==> src/rtl/coh_pkg.sv <==
package coh_pkg;
    typedef enum logic [1:0] {
        ST_I = 2'd0,
        ST_S = 2'd1,
        ST_M = 2'd2
    } lstate_e;

    typedef enum logic {
        OP_RD  = 1'b0,
        OP_INV = 1'b1
    } bop_e;
endpackage

==> src/rtl/coh_arbiter.sv <==
module coh_arbiter #(
    parameter int N = 2
) (
    input  logic [N-1:0] req,
    output logic [N-1:0] gnt
);
    always_comb begin
        logic taken;
        taken = 1'b0;
        gnt   = '0;
        for (int i = 0; i < N; i++) begin
            if (req[i] && !taken) begin
                gnt[i] = 1'b1;
                taken  = 1'b1;
            end
        end
    end
endmodule

==> src/rtl/coh_memory.sv <==
module coh_memory #(
    parameter int ADDR_W = 3,
    parameter int DATA_W = 8,
    localparam int DEPTH = 1 << ADDR_W
) (
    input  logic              clk,
    input  logic              rst_n,
    input  logic [ADDR_W-1:0] rd_addr,
    output logic [DATA_W-1:0] rd_data,
    input  logic              wa_en,
    input  logic [ADDR_W-1:0] wa_addr,
    input  logic [DATA_W-1:0] wa_data,
    input  logic              wb_en,
    input  logic [ADDR_W-1:0] wb_addr,
    input  logic [DATA_W-1:0] wb_data,
    output logic [DATA_W-1:0] words_o [DEPTH]
);
    logic [DEPTH-1:0][DATA_W-1:0] mem_d, mem_q;

    always_comb begin
        mem_d = mem_q;
        if (wa_en) mem_d[wa_addr] = wa_data;
        if (wb_en) mem_d[wb_addr] = wb_data;
    end

    always_ff @(posedge clk) begin
        if (!rst_n) mem_q <= '0;
        else        mem_q <= mem_d;
    end

    assign rd_data = mem_q[rd_addr];

    always_comb begin
        for (int i = 0; i < DEPTH; i++) words_o[i] = mem_q[i];
    end
endmodule

==> src/rtl/coh_cache.sv <==
module coh_cache
    import coh_pkg::*;
#(
    parameter int ADDR_W = 3,
    parameter int DATA_W = 8,
    parameter int LINES  = 2,
    localparam int IDX_W = (LINES > 1) ? $clog2(LINES) : 1,
    localparam int TAG_W = ADDR_W - IDX_W
) (
    input  logic              clk,
    input  logic              rst_n,
    input  logic              cpu_req,
    input  logic              cpu_we,
    input  logic [ADDR_W-1:0] cpu_addr,
    input  logic [DATA_W-1:0] cpu_wdata,
    output logic              cpu_ready,
    output logic [DATA_W-1:0] cpu_rdata,
    output logic              bus_req,
    output bop_e              bus_op,
    output logic [ADDR_W-1:0] bus_addr,
    output logic              wb_en,
    output logic [ADDR_W-1:0] wb_addr,
    output logic [DATA_W-1:0] wb_data,
    input  logic              bus_gnt,
    input  logic [DATA_W-1:0] fill_data,
    input  logic              snp_valid,
    input  bop_e              snp_op,
    input  logic [ADDR_W-1:0] snp_addr,
    output logic              snp_supply,
    output logic [DATA_W-1:0] snp_data,
    output lstate_e           st_o  [LINES],
    output logic [TAG_W-1:0]  tag_o [LINES]
);
    typedef struct packed {
        lstate_e           st;
        logic [TAG_W-1:0]  tag;
        logic [DATA_W-1:0] data;
    } line_t;

    typedef struct packed {
        logic                   ready;
        logic [DATA_W-1:0]      rdata;
        line_t [LINES-1:0]      lines;
    } cstate_t;

    cstate_t s_d, s_q;

    logic [IDX_W-1:0] idx, sidx;
    logic [TAG_W-1:0] tag, stag;
    line_t            cur, scur;
    logic             hit, need_bus, snp_hit, snoop_block;

    always_comb begin
        idx  = cpu_addr[IDX_W-1:0];
        tag  = cpu_addr[ADDR_W-1:IDX_W];
        sidx = snp_addr[IDX_W-1:0];
        stag = snp_addr[ADDR_W-1:IDX_W];
        cur  = s_q.lines[idx];
        scur = s_q.lines[sidx];
        hit  = (cur.st != ST_I) && (cur.tag == tag);
        need_bus    = cpu_we ? !(hit && cur.st == ST_M) : !hit;
        snp_hit     = snp_valid && (scur.st != ST_I) && (scur.tag == stag);
        snoop_block = snp_valid && (sidx == idx);
    end

    assign bus_req    = !s_q.ready && cpu_req && need_bus;
    assign bus_op     = cpu_we ? OP_INV : OP_RD;
    assign bus_addr   = cpu_addr;
    assign wb_en      = bus_req && (cur.st == ST_M) && (cur.tag != tag);
    assign wb_addr    = {cur.tag, idx};
    assign wb_data    = cur.data;
    assign snp_supply = snp_hit && (snp_op == OP_RD) && (scur.st == ST_M);
    assign snp_data   = scur.data;

    always_comb begin
        s_d       = s_q;
        s_d.ready = 1'b0;
        if (!s_q.ready && cpu_req) begin
            if (!need_bus && !snoop_block) begin
                s_d.ready = 1'b1;
                if (cpu_we) begin
                    s_d.lines[idx].data = cpu_wdata;
                    s_d.rdata           = cpu_wdata;
                end else begin
                    s_d.rdata = cur.data;
                end
            end else if (need_bus && bus_gnt) begin
                s_d.ready           = 1'b1;
                s_d.lines[idx].tag  = tag;
                s_d.lines[idx].st   = cpu_we ? ST_M : ST_S;
                s_d.lines[idx].data = cpu_we ? cpu_wdata : fill_data;
                s_d.rdata           = cpu_we ? cpu_wdata : fill_data;
            end
        end
        if (snp_hit) begin
            if (snp_op == OP_INV)           s_d.lines[sidx].st = ST_I;
            else if (scur.st == ST_M)       s_d.lines[sidx].st = ST_S;
        end
    end

    always_ff @(posedge clk) begin
        if (!rst_n) s_q <= '0;
        else        s_q <= s_d;
    end

    assign cpu_ready = s_q.ready;
    assign cpu_rdata = s_q.rdata;

    always_comb begin
        for (int i = 0; i < LINES; i++) begin
            st_o[i]  = s_q.lines[i].st;
            tag_o[i] = s_q.lines[i].tag;
        end
    end
endmodule

==> src/rtl/snoop_coherence_top.sv <==
module snoop_coherence_top
    import coh_pkg::*;
#(
    parameter int ADDR_W = 3,
    parameter int DATA_W = 8,
    parameter int LINES  = 2,
    localparam int NCACHE = 2,
    localparam int IDX_W  = (LINES > 1) ? $clog2(LINES) : 1,
    localparam int TAG_W  = ADDR_W - IDX_W,
    localparam int DEPTH  = 1 << ADDR_W
) (
    input  logic              clk,
    input  logic              rst_n,
    input  logic              c0_req,
    input  logic              c0_we,
    input  logic [ADDR_W-1:0] c0_addr,
    input  logic [DATA_W-1:0] c0_wdata,
    output logic              c0_ready,
    output logic [DATA_W-1:0] c0_rdata,
    input  logic              c1_req,
    input  logic              c1_we,
    input  logic [ADDR_W-1:0] c1_addr,
    input  logic [DATA_W-1:0] c1_wdata,
    output logic              c1_ready,
    output logic [DATA_W-1:0] c1_rdata,
    output logic              bus_valid,
    output logic              bus_owner,
    output logic              bus_inv,
    output logic [ADDR_W-1:0] bus_addr
);
    logic              c_req   [NCACHE];
    logic              c_we    [NCACHE];
    logic [ADDR_W-1:0] c_addr  [NCACHE];
    logic [DATA_W-1:0] c_wdata [NCACHE];
    logic              c_ready [NCACHE];
    logic [DATA_W-1:0] c_rdata [NCACHE];

    logic [NCACHE-1:0] breq, gnt, supply, wben;
    bop_e              bop    [NCACHE];
    logic [ADDR_W-1:0] baddr  [NCACHE];
    logic [ADDR_W-1:0] wbaddr [NCACHE];
    logic [DATA_W-1:0] wbdata [NCACHE];
    logic [DATA_W-1:0] sdata  [NCACHE];
    logic [DATA_W-1:0] fill   [NCACHE];
    lstate_e           line_st  [NCACHE][LINES];
    logic [TAG_W-1:0]  line_tag [NCACHE][LINES];
    logic [DATA_W-1:0] mem_rd;
    logic [DATA_W-1:0] mem_words [DEPTH];
    logic              flush_we;
    logic [DATA_W-1:0] flush_data;

    assign c_req[0] = c0_req;   assign c_req[1] = c1_req;
    assign c_we[0]  = c0_we;    assign c_we[1]  = c1_we;
    assign c_addr[0]  = c0_addr;  assign c_addr[1]  = c1_addr;
    assign c_wdata[0] = c0_wdata; assign c_wdata[1] = c1_wdata;
    assign c0_ready = c_ready[0]; assign c1_ready = c_ready[1];
    assign c0_rdata = c_rdata[0]; assign c1_rdata = c_rdata[1];

    coh_arbiter #(.N(NCACHE)) u_arb (.req(breq), .gnt(gnt));

    assign bus_valid = |gnt;
    assign bus_owner = gnt[1];
    assign bus_addr  = bus_owner ? baddr[1] : baddr[0];
    assign bus_inv   = bus_valid && ((bus_owner ? bop[1] : bop[0]) == OP_INV);
    assign flush_we   = |supply;
    assign flush_data = supply[0] ? sdata[0] : sdata[1];

    for (genvar g = 0; g < NCACHE; g++) begin : g_cache
        localparam int O = NCACHE - 1 - g;
        assign fill[g] = supply[O] ? sdata[O] : mem_rd;

        coh_cache #(.ADDR_W(ADDR_W), .DATA_W(DATA_W), .LINES(LINES)) u_cache (
            .clk        (clk),
            .rst_n      (rst_n),
            .cpu_req    (c_req[g]),
            .cpu_we     (c_we[g]),
            .cpu_addr   (c_addr[g]),
            .cpu_wdata  (c_wdata[g]),
            .cpu_ready  (c_ready[g]),
            .cpu_rdata  (c_rdata[g]),
            .bus_req    (breq[g]),
            .bus_op     (bop[g]),
            .bus_addr   (baddr[g]),
            .wb_en      (wben[g]),
            .wb_addr    (wbaddr[g]),
            .wb_data    (wbdata[g]),
            .bus_gnt    (gnt[g]),
            .fill_data  (fill[g]),
            .snp_valid  (gnt[O]),
            .snp_op     (bop[O]),
            .snp_addr   (baddr[O]),
            .snp_supply (supply[g]),
            .snp_data   (sdata[g]),
            .st_o       (line_st[g]),
            .tag_o      (line_tag[g])
        );
    end

    coh_memory #(.ADDR_W(ADDR_W), .DATA_W(DATA_W)) u_mem (
        .clk     (clk),
        .rst_n   (rst_n),
        .rd_addr (bus_addr),
        .rd_data (mem_rd),
        .wa_en   (|(gnt & wben)),
        .wa_addr (bus_owner ? wbaddr[1] : wbaddr[0]),
        .wa_data (bus_owner ? wbdata[1] : wbdata[0]),
        .wb_en   (flush_we),
        .wb_addr (bus_addr),
        .wb_data (flush_data),
        .words_o (mem_words)
    );
endmodule

==> config.mk <==
export PLATFORM = sky130hd
export DESIGN_NAME = snoop_coherence_top
export DESIGN_NICKNAME = d
export VERILOG_FILES = /design/src/rtl/coh_pkg.sv /design/src/rtl/coh_arbiter.sv /design/src/rtl/coh_memory.sv /design/src/rtl/coh_cache.sv /design/src/rtl/snoop_coherence_top.sv
export SDC_FILE = /design/constraint.sdc
export NUM_CORES = 1
export LEC_CHECK = 0
export ABC_AREA = 1
export BUFFER_PORTS_ARGS = -buffer_cell sky130_fd_sc_hd__buf_2
export CAP_MARGIN = 30
export CORE_MARGIN = 2
export CORE_UTILIZATION = 50
export DETAILED_ROUTE_END_ITERATION = 8
export PLACE_DENSITY_LB_ADDON = 0.15
export REMOVE_ABC_BUFFERS = 1
export SYNTH_ARGS = -nofsm -noshare
export SYNTH_HDL_FRONTEND = slang
export SYNTH_SLANG_ARGS = --single-unit
==> constraint.sdc <==
create_clock -name clk -period 7 [get_ports clk]
set_clock_uncertainty 0.15 [all_clocks]
set_input_delay 0.7 -clock clk [delete_from_list [all_inputs] [get_ports clk]]
set_output_delay 0.7 -clock clk [all_outputs]
set_load 0.01 [all_outputs]
* Yosys cells after proc, flatten, opt, wreduce, memory -nomap -nowiden *
Cells that the tools add are included.

storage, ports and cells
  register bits = 130
  input bits = 28
  output and inout port bits = 24
  logic and storage cells = 178

operators by class
  $lt $le $gt $ge = 8
  equality and inequality tests = 12
  mux-type cells = 75
  bitwise gates (word level) = 3
  reductions and logical operators = 56

operators by type and width
  operator                                                                number
  24-bit bitwise mux                                                      12
  24-bit 2-to-1 mux                                                       10
  33-bit 2-to-1 mux                                                       4
  64-bit bitwise mux                                                      2
  64-bit 2-to-1 mux                                                       2
  12-bit 2-to-1 mux                                                       10
  8-bit 2-to-1 mux                                                        13
  12-bit demux with 1-bit select                                          6
  8-bit demux with 3-bit select                                           2
  1-bit logical AND                                                       32
  8-bit binary-select mux with 3-bit select                               1
  10-bit 2-to-1 mux                                                       2
  2-bit nonzero test                                                      6
  1-bit logical NOT                                                       11
  2-bit equality test                                                     4
  2-bit equality test (second input constant)                             4
  3-bit by 4-bit < comparator with 1-bit output (second input constant)   2
  2-bit AND reduction                                                     4
  1-bit 2-to-1 mux                                                        7
  3-bit by 1-bit >= comparator with 1-bit output (second input constant)  2
  3-bit 2-to-1 mux                                                        2
  2-bit OR reduction                                                      3
  1-bit by 2-bit < comparator with 1-bit output (second input constant)   2
  2-bit 2-to-1 mux                                                        2
  other kinds (5)                                                         9

* Longest topological paths before layout *
Gate-level depths: netlist of run 1.

  word-level depth = 26
  depth in mapped cells = 22
  mapped depth without buffers = 20

* Hierarchy *
A second synthesis of run 1 with hierarchy kept.

unflattened totals
  cell total of the unflattened synthesis = 1,740
  area, all modules = 9,908.3 µm²

modules (own cells, without submodules)
  module                          times used  cells an instance  area each (µm²)  sequential area each (µm²)
  coh_memory                      1           814                4,416.7          1,281.2
  coh_cache (g_cache[0].u_cache)  1           400                2,467.4          660.6
  coh_cache (g_cache[1].u_cache)  1           409                2,442.3          660.6
  snoop_coherence_top             1           114                564.3            0.0
  coh_arbiter                     1           3                  17.5             0.0

* Worst setup path before layout of run 1 *
Ideal clock, no wire load.

  path type = input-to-output
  start = input c0_we
  end = output bus_inv
  arrival = 1,938 ps
  required time = 6,150 ps
  setup slack = 4,212 ps
  cell stages on the path = 10
  buffers on the path = 3
  cell sequence = buf_2 -> inv_1 -> nand3_1 -> nand2_1 -> nand3_2 -> nand2_4 -> nand2_4 -> buf_6 -> buf_6 -> o22ai_1

between the ends
  word-level cells in the longest chain between the ends = 8
  elaborated cells on any way between the ends = 10
  those cells by class = 5 x mux; 5 x reduce/logical

RTL lines
  element                                                 RTL line                                              text
  start, declared                                         snoop_coherence_top.sv:15                             input logic c0_we,
  1-bit 2-to-1 mux                                        coh_cache.sv:61                                       need_bus = cpu_we ? !(hit && cur.st == ST_M) : !hit;
  1-bit logical AND                                       coh_cache.sv:66                                       assign bus_req = !s_q.ready && cpu_req && need_bus;
  1-bit 2-to-1 mux                                        coh_arbiter.sv:12                                     if (req[i] && !taken) begin
  1-bit logical NOT                                       coh_arbiter.sv:12
  1-bit logical AND                                       coh_arbiter.sv:12
  1-bit 2-to-1 mux                                        coh_arbiter.sv:12
  2-bit OR reduction or 1-bit 2-to-1 mux (tied branches)  snoop_coherence_top.sv:61, snoop_coherence_top.sv:64
  1-bit logical AND *                                     snoop_coherence_top.sv:64                             assign bus_inv = bus_valid && ((bus_owner ? bop[1] : bop[0]) == OP_INV);
  end, declared                                           snoop_coherence_top.sv:28                             output logic bus_inv,

Mark *: on every way between the ends. The rest lies on a longest branch, timed or not.

* Worst setup path in the final report of run 1 *
  start = input c1_addr[0]
  end = output bus_addr[0]

between the ends
  word-level cells in the longest chain between the ends = 11
  elaborated cells on any way between the ends = 14
  those cells by class = 2 x eq/ne; 5 x mux; 7 x reduce/logical

RTL lines
  element                                                    RTL line                   text
  start, declared                                            snoop_coherence_top.sv:22  input logic [ADDR_W-1:0] c1_addr,
  12-bit 2-to-1 mux (not written as such) (2 in a row)       coh_cache.sv:58            cur = s_q.lines[idx];
  2-bit equality test or 2-bit nonzero test (tied branches)  coh_cache.sv:60            hit = (cur.st != ST_I) && (cur.tag == tag);
  1-bit logical AND                                          coh_cache.sv:60
  1-bit logical AND                                          coh_cache.sv:61
  1-bit logical NOT                                          coh_cache.sv:61
  1-bit 2-to-1 mux                                           coh_cache.sv:61
  1-bit logical AND                                          coh_cache.sv:66
  1-bit logical AND                                          coh_arbiter.sv:12
  1-bit 2-to-1 mux                                           coh_arbiter.sv:12
  3-bit 2-to-1 mux *                                         snoop_coherence_top.sv:63  assign bus_addr = bus_owner ? baddr[1] : baddr[0];
  end, declared                                              snoop_coherence_top.sv:29  output logic [ADDR_W-1:0] bus_addr

Mark *: on every way between the ends. The rest lies on a longest branch, timed or not. The select of a mux whose other input is x is not followed.

==> impl_metrics.tcl, run 1 <==
set metrics [dict create \
    status "completed" \
    setup_tns_ns 0 \
    powerDensity_nw_per_um2 242.1 \
    yosysSeqAreaShare 0.3233 \
    synth_cells 1233 \
    drc 0 \
    synth_ff_type "dfxtp_1" \
    wl_per_cell_um 18.19 \
    fin_crit_ns 4.482 \
    ioPinCount 52 \
    seq_area_um2 2603 \
    synth_top_cell_by_area "dfxtp_1" \
    hold_path_class "flop to flop" \
    cts_root_buf "clkbuf_16" \
    die_w_um 130.9 \
    cts_resized 0 \
    gp_congestion 0.9863 \
    dieArea_um2 17130 \
    grt_usage 0.3135 \
    synth-seq-cells 130 \
    cts.sinks 130 \
    slew_headroom 0.2991 \
    viasPerCell 5.759 \
    port_buffers 51 \
    cp.arrival_ns 3.63 \
    dpl.hpwl_mm 18.38 \
    syn_avg_cell_area_um2 6.529 \
    ant_nets 0 \
    final_util 0.5618 \
    grt_pass1_wl_mm 40.74 \
    start_kind "primary input" \
    row_count 46 \
    floorplan.initialDensity 0.5086 \
    slew_violations 0 \
    globalRouteMet2Util 0.4589 \
    fmax_mhz 223.1 \
    tightest_slew_ns 1.044 \
    cts_tree "built" \
    netlist_area_um2 8050 \
    path_clk_slew_ns 0.06 \
    syn_to_final_growth_pct 10.46 \
    synth_edf_count 0 \
    totalWireLength_mm 26.74 \
    drive_gt1_frac 0.1316 \
    top_usage_layer "met2" \
    antenna_found_initial 0 \
    yosys.area.top_type_share 0.3233 \
    fin_crit_sh 0.6403 \
    fillers 1562 \
    use_met1 0.4538 \
    htree_levels 4 \
    multi_input_area_um2 4523 \
    grt.overflow.total 0 \
    grt_setup_unrepaired "no" \
    drt_iter0_drc 1225 \
    finalHoldViolations 0 \
    grt_max_degree 78 \
    use_met3 0.06555 \
    holdBufCountCts 0 \
    yosys_warnings 0 \
    grt_pass1_vias 7317 \
    synth.area.top_cells "dfxtp_1 (32%), nand2_1 (17%), a311oi_1 (7.0%), nor2_1 (5.9%), inv_1 (5.9%)" \
    crit_required_ns 6.15 \
    coreArea_um2 15830 \
    vias 8465 \
    postCtsSetupBuffers 0 \
    drt_pass1_iterations 6 \
    path_class "primary input to output pin" \
    clk_latency_ns 0.43 \
    cts_buffers 17 \
    num-nets-final 1270 \
    ctsLongestPathBuffers 2 \
    total_power_mw 2.152 \
    antennaDiodeCount 0 \
    endpoint_kind "output pin" \
    p_leak_nw 3.780 \
    path_max_fanout 45 \
    die_y_um 130.9 \
    setup_viol 0 \
    ys_types 44 \
    ir_drop_uv 181.3 \
    async_flop_share 0 \
    maxCapViolations 0 \
]
==> layout by cell type (no fill, tap or decap), types with 17 or more instances in the layout <==
cell type and n:
nand2_1 357, dfxtp_1 130, nor2_1 127, inv_1 126, o21ai_0 76, a311oi_1 64, a21oi_1 62, buf_2 51
o21ai_1 40, nand3_1 29, o211ai_1 21, clkbuf_16 17
==> worst max-delay path: stages <==
cell and delay (ns):
buf_2 0.63, inv_2 0.37, nand2_1 0.19, nand2_1 0.08, nand2_1 0.06, nand2_1 0.06, nand3_2 0.08, nand2_2 0.07
inv_4 0.12, nand3_2 0.20, nand2_2 0.76, buf_2 0.27
==> synthesized netlist by cell type (10+ instances only) <==
master / count
a311oi_1: 64
mux2i_1: 11
inv_1: 126
nand3_1: 29
a21oi_1: 62
clkbuf_1: 22
buf_4: 18
o21ai_0: 76
inv_2: 14
nand3_2: 12
o21ai_1: 40
nor3_1: 13
buf_2: 22
nor2_2: 10
nand2_1: 357
o211ai_1: 21
dfxtp_1: 130
nor2_1: 127
==> per-stage QoR <==
step	worst slack, ns	std cells	instance area, µm²	hold WS, ns
after floorplan	3.641	1164	7666	0.2935
after global placement	2.264	1433	8208	0.3246
after detailed placement	2.219	1438	8245	0.3212
after CTS	2.600	1469	8865	0.3306
after global routing	2.267	1470	8892	0.3560
final	2.518	1470	8892	0.3326
==> routing by layer <==
layer	up-vias	wire (µm)
met1	3878	12040
met5	-	0
met2	427	11230
met3	56	2700
li1	4104	-
met4	0	762
==> kinds of logic after synthesis <==
logic type / after synthesis / synth area share
AO/OA/AOI/OAI: 296 / 0.2338
XOR/XNOR: 5 / 0.005440
buffers and inverters: 212 / 0.1149
flip-flops: 130 / 0.3233
multiplexers: 11 / 0.01368
AND/OR/NAND/NOR: 579 / 0.3090
==> path summary, 6_finish.rpt <==
check | start | slack (ns) | depth (start not counted) | endpoint
min | flop | 0.33 | 2 | flop
min reg2reg | flop | 0.33 | 2 | flop
max | c1_addr[0] | 2.52 | 12 | bus_addr[0]
max reg2reg | g_cache[0].u_cache.st_o[2] | 3.31 | 13 | u_mem.words_o[3]
==> where the power goes <==
part | total (mW) | internal, mW | switching (mW)
logic | 0.408 | 0.110 | 0.297
clock network | 0.951 | 0.612 | 0.338
registers | 0.794 | 0.772 | 0.0216
total | 2.15 | 1.50 | 0.657
==> layout make-up <==
| type | count | area share |
|---|---|---|
| multi-input combinational | 891 | 0.5087 |
| sequential | 130 | 0.2927 |
| inverter | 143 | 0.06093 |
| clock buffer | 22 | 0.05220 |
| timing repair buffer | 59 | 0.03771 |
| tap | 216 | 0.03039 |
| clock inverter | 9 | 0.01745 |
Note: power is estimated with default switching activity, not from simulation.
==> inputs of run 2 (changes only) <==
- clock period: 7 -> 4.4 ns (I/O delays scaled with it)
==> run 2 against run 1 <==
Critical path depth up 7. Routed wire length up 0.47%. Flip-flop and latch count unchanged. Register-to-register slack worse by 2.1 ns. Hold slack worse by 0.17 ns. Worst setup slack worse by 1.6 ns. Combinational power up 62%. Count of clock-buffer cells in the layout down 3. Critical endpoint is now g_cache[0].u_cache.cpu_rdata[6]. Highest routed layer unchanged.
==> impl_metrics.tcl, run 2 (synthesized netlist as in run 1, its figures left out) <==
set metrics [dict create \
    grt_usage 0.3186 \
    cts_root_buf "clkbuf_16" \
    clk_latency_ns 0.44 \
    pwr-share-comb 0.188 \
    grt_setup_unrepaired "no" \
    slew_headroom 0.3901 \
    cp.arrival_ns 3.61 \
    port_buffers 51 \
    grt_pass1_vias 7504 \
    ir_drop_uv 320.9 \
    power.share.sequential 0.358 \
    htree_levels 4 \
    path_clk_slew_ns 0.06 \
    drt_iter0_drc 1067 \
    gp_congestion 0.9445 \
    drive_gt1_frac 0.1441 \
    path_max_fanout 45 \
    start_kind "primary input" \
    floorplan.initialDensity 0.5086 \
    ctsLongestPathBuffers 2 \
    finalHoldViolations 0 \
    hold_path_class "primary input to flop" \
    setup_tns_ns 0 \
    cts.sinks 130 \
    final_common_cell "nand2_1" \
    totalWireLength_mm 26.86 \
    endpoint_kind "flop" \
    fin_crit_sh 0.7812 \
    viasPerCell 5.725 \
    fin_area_um2 9041 \
    status "completed" \
    drt_pass1_iterations 6 \
    r2r-start "g_cache[0].u_cache.st_o[2]" \
    fin_crit_ns 3.437 \
    antenna_found_initial 0 \
    netSwitchingFraction 0.3074 \
    rr_worst_depth 16 \
    placed_cell_area_um2 8391 \
    slew_violations 0 \
    fmax_mhz 290.9 \
    ioPinCount 52 \
    switchingPower_mw 1.081 \
    crit_start "c1_addr[0]" \
    die_w_um 130.9 \
    dieArea_um2 17130 \
    ant_nets 0 \
    cts_buffers 17 \
    dpl.hpwl_mm 18.82 \
    tightest_slew_ns 0.9087 \
    wl_per_cell_um 18.08 \
    powerDensity_nw_per_um2 389.0 \
    maxCapViolations 0 \
    r2r-end "g_cache[0].u_cache.cpu_rdata[6]" \
    cp-endpoint "g_cache[0].u_cache.cpu_rdata[6]" \
    p_leak_nw 3.873 \
    num-nets-final 1285 \
    setup_viol 0 \
    drc 0 \
    crit_required_ns 4.57 \
    holdBufCountCts 0 \
    coreArea_um2 15830 \
    row_count 46 \
    vias 8508 \
    rrSetupSlack_ns 1.17 \
    grt.overflow.total 0 \
    grt_max_degree 62 \
    p_int_mw 2.436 \
    antennaDiodeCount 0 \
    p_clk_frac 0.454 \
    die_y_um 130.9 \
    path_class "primary input to flop" \
    grt_pass1_wl_mm 41.56 \
    cts_resized 0 \
    mostFrequentLayoutCells "nand2_1 (357), dfxtp_1 (130), nor2_1 (127), inv_1 (126), o21ai_0 (76)" \
    syn_to_final_growth_pct 12.31 \
    postCtsSetupBuffers 0 \
    cts_tree "built" \
]
## run 2: per-stage QoR
step	utilization	instances	setup slack, ns	hold slack (ns)	power [mW]
after global placement	0.5301	1454	0.5947	0.3245	1.922
after floorplan	-	1164	1.301	0.2935	1.667
after CTS	0.5712	1486	1.062	0.1534	3.505
after global routing	0.5712	1486	0.7132	0.2031	3.627
final	0.5712	1486	0.9626	0.1605	3.517
after detailed placement	0.5301	1454	0.6029	0.3247	1.923
## run 2: area by class of cell
class	instances	area (µm²)
Clock buffer	19	442.9
Fill cell	1611	6787
Tap cell	216	270.3
Multi-Input combinational cell	891	4523
Sequential cell	130	2603
Inverter	143	541.8
Timing Repair Buffer	74	452.9
Clock inverter	13	207.7
## run 2: how the worst min path moves through the flow
stage	startpoint	end	slack, ns	cells past startpoint
6_report	c1_wdata[3]	flop	0.16	3
3_5_place_dp	flop	flop	0.32	2
3_3_place_gp	u_mem.words_o[27]	u_mem.words_o[27]	0.32	2
5_1_grt	c1_wdata[1]	flop	0.20	3
2_1_floorplan	flop	flop	0.29	2
4_1_cts	c1_wdata[3]	flop	0.15	3
## run 2: worst max-delay path, stage by stage
cell and delay [ns]:
buf_2 0.38, inv_2 0.31, nand2_1 0.17, nand2_1 0.07
nand2_1 0.06, nand2_1 0.06, nand3_2 0.08, nand2_2 0.07
inv_4 0.13, nand2_4 0.19, nand2_1 0.13, nand2_2 0.07
buf_12 0.18, o211ai_1 0.25, nand2_1 0.18, nor3_1 0.45
o21ai_1 0.11, nand2_1 0.15, a21oi_1 0.08
## run 2: metal layers
layer  GRT usage  vias to the layer above  share of wire
li1            -                     4117              -
met1      0.4523                     3928           0.46
met2      0.4629                      396           0.42
met3     0.07533                       67          0.087
met4      0.1314                        0          0.036
met5           0                        -              0
## run 2: power groups by stage
stage	Clock, mW	Sequential, mW	Combinational [mW]
after floorplan	0	1.28	0.384
after global placement	0	1.28	0.639
after detailed placement	0	1.28	0.640
after CTS	1.60	1.26	0.643
after global routing	1.64	1.27	0.716
final	1.60	1.26	0.662
